File: config.mk
export PLATFORM = sky130hd
export DESIGN_NAME = tlp_hdr_classifier
export DESIGN_NICKNAME = d
export VERILOG_FILES = /design/src/rtl/tlp_cls_pkg.sv /design/src/rtl/tlp_iso_ctrl.sv /design/src/rtl/tlp_dw0_decode.sv /design/src/rtl/tlp_len_check.sv /design/src/rtl/tlp_hdr_classifier.sv
export SDC_FILE = /design/constraint.sdc
export NUM_CORES = 1
export LEC_CHECK = 0
export BUFFER_PORTS_ARGS = -buffer_cell sky130_fd_sc_hd__buf_2
export CAP_MARGIN = 20
export CORE_ASPECT_RATIO = 2
export CORE_MARGIN = 5
export CORE_UTILIZATION = 60
export CTS_BUF_LIST = sky130_fd_sc_hd__clkbuf_8
export DETAILED_ROUTE_END_ITERATION = 10
export PLACE_DENSITY = 0.88
export SLEW_MARGIN = 20
export SYNTH_ARGS = -nofsm -noshare
export SYNTH_HDL_FRONTEND = slang
export SYNTH_HIERARCHICAL = 1
export SYNTH_SLANG_ARGS = --single-unit
export TNS_END_PERCENT = 20
File: constraint.sdc
create_clock -name clk -period 7 [get_ports clk]
set_input_delay 0.35 -clock clk [delete_from_list [all_inputs] [get_ports clk]]
set_output_delay 0.35 -clock clk [all_outputs]
set_load 0.005 [all_outputs]
File: src/rtl/tlp_cls_pkg.sv
package tlp_cls_pkg;

  typedef enum logic [1:0] {
    RC_ADDR  = 2'd0,
    RC_ID    = 2'd1,
    RC_IMPL  = 2'd2,
    RC_OTHER = 2'd3
  } route_cls_e;

  typedef struct packed {
    logic       has_data;
    logic       hdr4;
    logic [4:0] typ;
    logic [2:0] tc;
    logic       digest;
    logic [9:0] len;
  } dw0_f_t;

  function automatic dw0_f_t f_unpack(input logic [31:0] dw);
    dw0_f_t f;
    f.has_data = dw[30];
    f.hdr4     = dw[29];
    f.typ      = dw[28:24];
    f.tc       = dw[22:20];
    f.digest   = dw[15];
    f.len      = dw[9:0];
    return f;
  endfunction

  function automatic route_cls_e f_class(input logic [4:0] typ);
    if (typ[4:1] == 4'b0000 || typ == 5'b00010) return RC_ADDR;
    if (typ[4:1] == 4'b0010)                    return RC_ID;
    if (typ[4:3] == 2'b10)                      return RC_IMPL;
    return RC_OTHER;
  endfunction

  // configuration, IO and message types must carry class 0 downstream
  function automatic logic f_tc0_only(input logic [4:0] typ);
    return (typ == 5'b00010) || (typ[4:1] == 4'b0010) || (typ[4:3] == 2'b10);
  endfunction

  function automatic logic [2:0] f_hdr_beats(input logic hdr4);
    return hdr4 ? 3'd4 : 3'd3;
  endfunction

  function automatic logic f_len_bad(input logic [9:0] len, input int unsigned max_dw);
    return (len == 10'd0) || (32'(len) > max_dw);
  endfunction

  function automatic logic [10:0] f_expect_payload(input logic [9:0] len, input logic dig);
    return {1'b0, len} + {10'd0, dig};
  endfunction

endpackage

File: src/rtl/tlp_iso_ctrl.sv
module tlp_iso_ctrl #(
  parameter logic [7:0] CTRL_ADDR  = 8'h40,
  parameter int         EN_BIT     = 26,
  parameter int         TC_LSB     = 16
) (
  input  logic        clk,
  input  logic        rst_n,
  input  logic        wr,
  input  logic [7:0]  addr,
  input  logic [31:0] wdata,
  output logic        iso_en,
  output logic [2:0]  iso_tc
);
  logic hit;
  assign hit = wr && (addr == CTRL_ADDR);

  always_ff @(posedge clk) begin
    if (!rst_n) begin
      iso_en <= 1'b0;
      iso_tc <= 3'd0;
    end else if (hit) begin
      iso_en <= wdata[EN_BIT];
      iso_tc <= wdata[TC_LSB +: 3];
    end
  end

  // a cycle without a matching write leaves the control state alone
  a_r8_ctrl_stable: assert property (@(posedge clk) disable iff (!rst_n)
    !hit |=> $stable(iso_en) && $stable(iso_tc));
endmodule

File: src/rtl/tlp_dw0_decode.sv
module tlp_dw0_decode
  import tlp_cls_pkg::*;
(
  input  logic [31:0] dw,
  output dw0_f_t      fld,
  output route_cls_e  cls,
  output logic        tc0_only,
  output logic [2:0]  route,
  output logic [2:0]  hdr_beats
);
  logic dw_unused;
  assign dw_unused = ^{dw[31], dw[23], dw[19:16], dw[14:10]};

  always_comb begin
    fld       = f_unpack(dw);
    cls       = f_class(fld.typ);
    tc0_only  = f_tc0_only(fld.typ);
    route     = (cls == RC_IMPL) ? fld.typ[2:0] : 3'd0;
    hdr_beats = f_hdr_beats(fld.hdr4);
  end
endmodule

File: src/rtl/tlp_len_check.sv
module tlp_len_check
  import tlp_cls_pkg::*;
#(
  parameter int MAX_PAYLOAD_DW = 64,
  parameter int CNT_W          = 8
) (
  input  logic       clk,
  input  logic       rst_n,
  input  logic       acc,
  input  logic       sop,
  input  logic       eop,
  input  logic [2:0] hdr_beats,
  input  logic       has_data,
  input  logic [9:0] len,
  input  logic       digest,
  output logic       short_pkt,
  output logic       len_bad,
  output logic       cnt_mismatch
);
  localparam int TW = (CNT_W + 1 > 11) ? CNT_W + 1 : 11;

  logic [CNT_W-1:0] cnt_q, idx;
  logic [TW-1:0]    total, payload, expect_pl;

  assign idx       = sop ? '0 : cnt_q;
  assign total     = TW'(idx) + TW'(1);
  assign payload   = total - TW'(hdr_beats);
  assign expect_pl = TW'(f_expect_payload(len, digest));

  assign short_pkt    = total < TW'(hdr_beats);
  assign len_bad      = has_data && f_len_bad(len, MAX_PAYLOAD_DW);
  assign cnt_mismatch = has_data && !short_pkt && (payload != expect_pl);

  always_ff @(posedge clk) begin
    if (!rst_n)     cnt_q <= '0;
    else if (acc)   cnt_q <= eop ? '0 : ((idx == '1) ? idx : idx + 1'b1);
  end

  // a one-beat packet can never hold a full header
  a_r5_single_beat_short: assert property (@(posedge clk) disable iff (!rst_n)
    (acc && sop && eop) |-> short_pkt);
  // the beat counter restarts after every end beat
  a_r4_count_restart: assert property (@(posedge clk) disable iff (!rst_n)
    (acc && eop) |=> (cnt_q == '0));
endmodule

File: src/rtl/tlp_hdr_classifier.sv
module tlp_hdr_classifier
  import tlp_cls_pkg::*;
#(
  parameter int         MAX_PAYLOAD_DW = 64,
  parameter int         CNT_W          = 8,
  parameter logic [7:0] CTRL_ADDR      = 8'h40
) (
  input  logic        clk,
  input  logic        rst_n,
  input  logic        cfg_wr,
  input  logic [7:0]  cfg_addr,
  input  logic [31:0] cfg_wdata,
  input  logic        in_valid,
  output logic        in_ready,
  input  logic [31:0] in_data,
  input  logic        in_sop,
  input  logic        in_eop,
  input  logic        in_up,
  output logic        res_valid,
  input  logic        res_ready,
  output logic [1:0]  res_class,
  output logic [2:0]  res_route,
  output logic        res_hdr4,
  output logic        res_has_data,
  output logic [2:0]  res_tc,
  output logic        res_malformed
);
  logic        iso_en;
  logic [2:0]  iso_tc;
  logic        acc, eop_acc, res_stall;
  logic [31:0] held_dw, cur_dw;
  logic        held_up, cur_up;
  dw0_f_t      fld;
  route_cls_e  cls;
  logic        tc0_only, short_pkt, len_bad, cnt_mismatch, tc_bad, mal_now;
  logic [2:0]  route, hdr_beats, tc_now;

  tlp_iso_ctrl #(.CTRL_ADDR(CTRL_ADDR), .EN_BIT(26), .TC_LSB(16)) u_ctrl (
    .clk(clk), .rst_n(rst_n), .wr(cfg_wr), .addr(cfg_addr), .wdata(cfg_wdata),
    .iso_en(iso_en), .iso_tc(iso_tc));

  assign res_stall = res_valid && !res_ready;
  assign in_ready  = !res_stall;
  assign acc       = in_valid && in_ready;
  assign eop_acc   = acc && in_eop;
  assign cur_dw    = in_sop ? in_data : held_dw;
  assign cur_up    = in_sop ? in_up : held_up;

  always_ff @(posedge clk) begin
    if (!rst_n) begin
      held_dw <= '0;
      held_up <= 1'b0;
    end else if (acc && in_sop) begin
      held_dw <= in_data;
      held_up <= in_up;
    end
  end

  tlp_dw0_decode u_dec (
    .dw(cur_dw), .fld(fld), .cls(cls), .tc0_only(tc0_only),
    .route(route), .hdr_beats(hdr_beats));

  tlp_len_check #(.MAX_PAYLOAD_DW(MAX_PAYLOAD_DW), .CNT_W(CNT_W)) u_len (
    .clk(clk), .rst_n(rst_n), .acc(acc), .sop(in_sop), .eop(in_eop),
    .hdr_beats(hdr_beats), .has_data(fld.has_data), .len(fld.len),
    .digest(fld.digest), .short_pkt(short_pkt), .len_bad(len_bad),
    .cnt_mismatch(cnt_mismatch));

  assign tc_bad  = !cur_up && tc0_only && (fld.tc != 3'd0);
  assign mal_now = short_pkt || len_bad || cnt_mismatch || tc_bad;
  assign tc_now  = cur_up ? (iso_en ? iso_tc : 3'd0) : fld.tc;

  always_ff @(posedge clk) begin
    if (!rst_n) begin
      res_valid     <= 1'b0;
      res_class     <= 2'd0;
      res_route     <= 3'd0;
      res_hdr4      <= 1'b0;
      res_has_data  <= 1'b0;
      res_tc        <= 3'd0;
      res_malformed <= 1'b0;
    end else if (eop_acc) begin
      res_valid     <= 1'b1;
      res_class     <= cls;
      res_route     <= route;
      res_hdr4      <= fld.hdr4;
      res_has_data  <= fld.has_data;
      res_tc        <= tc_now;
      res_malformed <= mal_now;
    end else if (res_ready) begin
      res_valid     <= 1'b0;
    end
  end

  // a taken record disappears unless a new one lands in the same cycle
  a_r9_single_cycle: assert property (@(posedge clk) disable iff (!rst_n)
    (res_valid && res_ready && !eop_acc) |=> !res_valid);
  // a stalled record holds every field
  a_r9_hold: assert property (@(posedge clk) disable iff (!rst_n)
    res_stall |=> res_valid && $stable({res_class, res_route, res_hdr4,
                                        res_has_data, res_tc, res_malformed}));
  // nothing is accepted while a record waits
  a_r9_no_accept: assert property (@(posedge clk) disable iff (!rst_n)
    res_stall |-> !acc);
  // class rule violation on a downstream strict type reaches the record
  a_r6_tc_rule: assert property (@(posedge clk) disable iff (!rst_n)
    (eop_acc && !cur_up && tc0_only && fld.tc != 3'd0) |=> res_malformed);
  // address-class decode reaches the record
  a_r2_addr_class: assert property (@(posedge clk) disable iff (!rst_n)
    (eop_acc && cls == RC_ADDR) |=> res_valid && res_class == 2'd0);
endmodule

==> impl_results.md <==
- Status: finished clean
- Cts hold-fix bufs: 0
- Core Footprint: 0.00571 mm^2
- GRT met2 Usage: about 41%
- Initial Util: 62.0%
- CP max FO: 48
- DRC Markers: 0
- RSZ-0062 raised after global routing: no
- Maximum number of pins on one net before global-route repair: 49
- DIE HEIGHT: 119 um
- Clock sink count: 46
- Pre-CTS WS: 2.65 ns
- Clock Path Buffers: 2
- Max Freq: 246 MHz
- PwrDens: 167 mW/mm^2
- Hold crit path type: in -> reg
- Max-Cap Viols: 0
- Post-CTS setup buffers: 0
- M1 GR Usage: 23.4%
- CP arrival: ~4.2 ns
- Period utilization: 58.0%
- Total iterations of the first detailed-routing run: 7
- Total Neg Setup Slack: 0 ns
- I/O pin cnt: 93
- Slew at the pin closest to its max-slew limit: 0.917 ns
- Worst reg-to-reg setup slack: 3.32 ns
- Share of cells above drive strength 1: 23.9%
- Maximum vdd ir drop: 217 uV
- Post-DRT Antenna Nets: 0
- Vias/cell: 6.68
- Crit end category: register
- GR Util met3: under 10%
- R2r worst-path depth: 13
- Static Leak: around 1.3 nW
- Worst-path clk slew: 0.09 ns
- Ys Warns: 6
- Post-Route WL: 8.75 mm
- Hpwl dp: approximately 6.3 mm
- Busiest metal layer after global routing: met2
- Via count: between 3k and 4k
- Die area: 0.00763 mm^2
- # resized after CTS: 0
- Nets: 509
- Vias in the first global route: between 3k and 4k
- First-pass GRT wire length: 14.2 mm
- GRT Overall Usage: about 23%
- Routed len/inst: 18.1 um
- Final worst setup slack: around 2.9 ns
- P&R area growth vs syn: 2.54%
- Worst clock skew: around 0.01 ns
- CP Class: in -> reg
- Synth Cell Area: 0.00354 mm^2
- RD Place Congestion: 0.907
- Fin. max-slew vios: 0
- Gate Count Post-Synth: 418
- Clock period minus worst slack: 4.06 ns
- Synthesized Nets: 505
- Port buffer count: 53
- Mapped Avg Cell Area: 8.47 um^2
- GRT overflow: 0
- Startpoint types: input pin
- Min-Delay Path Depth: 3
- WP data required: 7.17 ns
- H-tree levels: 2
- Max_slew headroom: 38.5%
- CTS Buf Count: 5
- Worst skew pair latency: 0.31 ns
- TritonCTS clock tree: built
- Pwr Total: between 0.6 and 0.7 mW
- Setup violations, final: 0
- Initial DRC count: about 120
- Antenna violations before repair: 0
- CTS root buf: clkbuf_8
- Hold Vio Cnt, Final: 0
- FP Rows: 39
- Die width: 64.3 um
- Diodes inserted: 0
critical path, cell delays in order:
cell and delay, ns:
buf_2 0.27, buf_4 0.53, mux2_2 0.43, inv_1 0.12, inv_1 0.06, ha_1 0.29, nor2b_1 0.14, o21a_1 0.20
or4_4 0.45, nor3_1 0.20, mux2_2 0.37, a311oi_1 0.22, a31oi_1 0.11, nor3_1 0.32, a311oi_2 0.15
per-layer routing:
metal	routed length [um]	vias to the layer above
met2	4930	114
met1	3020	1541
li1	-	1541
met3	327	37
met4	475	0
met5	0	-
worst paths after layout:
path	from	end
setup reg to reg	u_len/cnt_q[0]	res_malformed
setup / recovery	in_sop	res_malformed
hold / removal	cfg_wdata[26]	u_ctrl/iso_en
hold reg to reg	u_ctrl/iso_tc[0]	u_ctrl/iso_tc[0]
power breakdown:
group | internal (mW) | switching (mW) | leakage [nW]
Combinational | 0.0546 | 0.0750 | 0.916
Clock | 0.105 | 0.0936 | 0.0556
Sequential | 0.271 | 0.00538 | 0.375
per-stage QoR:
stage                     hold WS, ns  cells  utilization (%)  instance area (um^2)
after floorplan                 0.435    418                -                  3540
after global placement          0.444    476             61.7                  3520
after detailed placement        0.460    476             61.7                  3520
after CTS                       0.273    484             63.6                  3630
after global routing            0.286    484             63.6                  3630
final                           0.288    484             63.6                  3630
cell type report:
type                            count  area, um^2
Multi-Input combinational cell    299        2180
Fill cell                         469        2080
Sequential cell                    46         921
Timing Repair Buffer               55         280
Tap cell                           61        76.3
Clock buffer                        5        68.8
Inverter                           15        61.3
Clock inverter                      3        41.3
placed cells by master (no fill, tap or decap), types with 10 or more instances in the layout:
cell      n
buf_2    53
mux2_2   23
inv_1    12
xnor2_1  14
nand2_1  21
nand3_1  11
a21oi_1  36
nor2_1   13
dfxtp_1  46
mux2i_1  10
nand4_1  34
o31ai_1  30
flip-flops by register name, summed over array words and instances, names as in the netlist:
name and flops:
u_len/cnt_q 8, res_tc 3, res_hdr4 1, res_class 2, res_route 3, u_ctrl/iso_tc 3, res_malformed 1, res_has_data 1
u_ctrl/iso_en 1, res_valid 1, held_up 1, held_dw 21
Note: power is estimated with default switching activity, not from simulation.
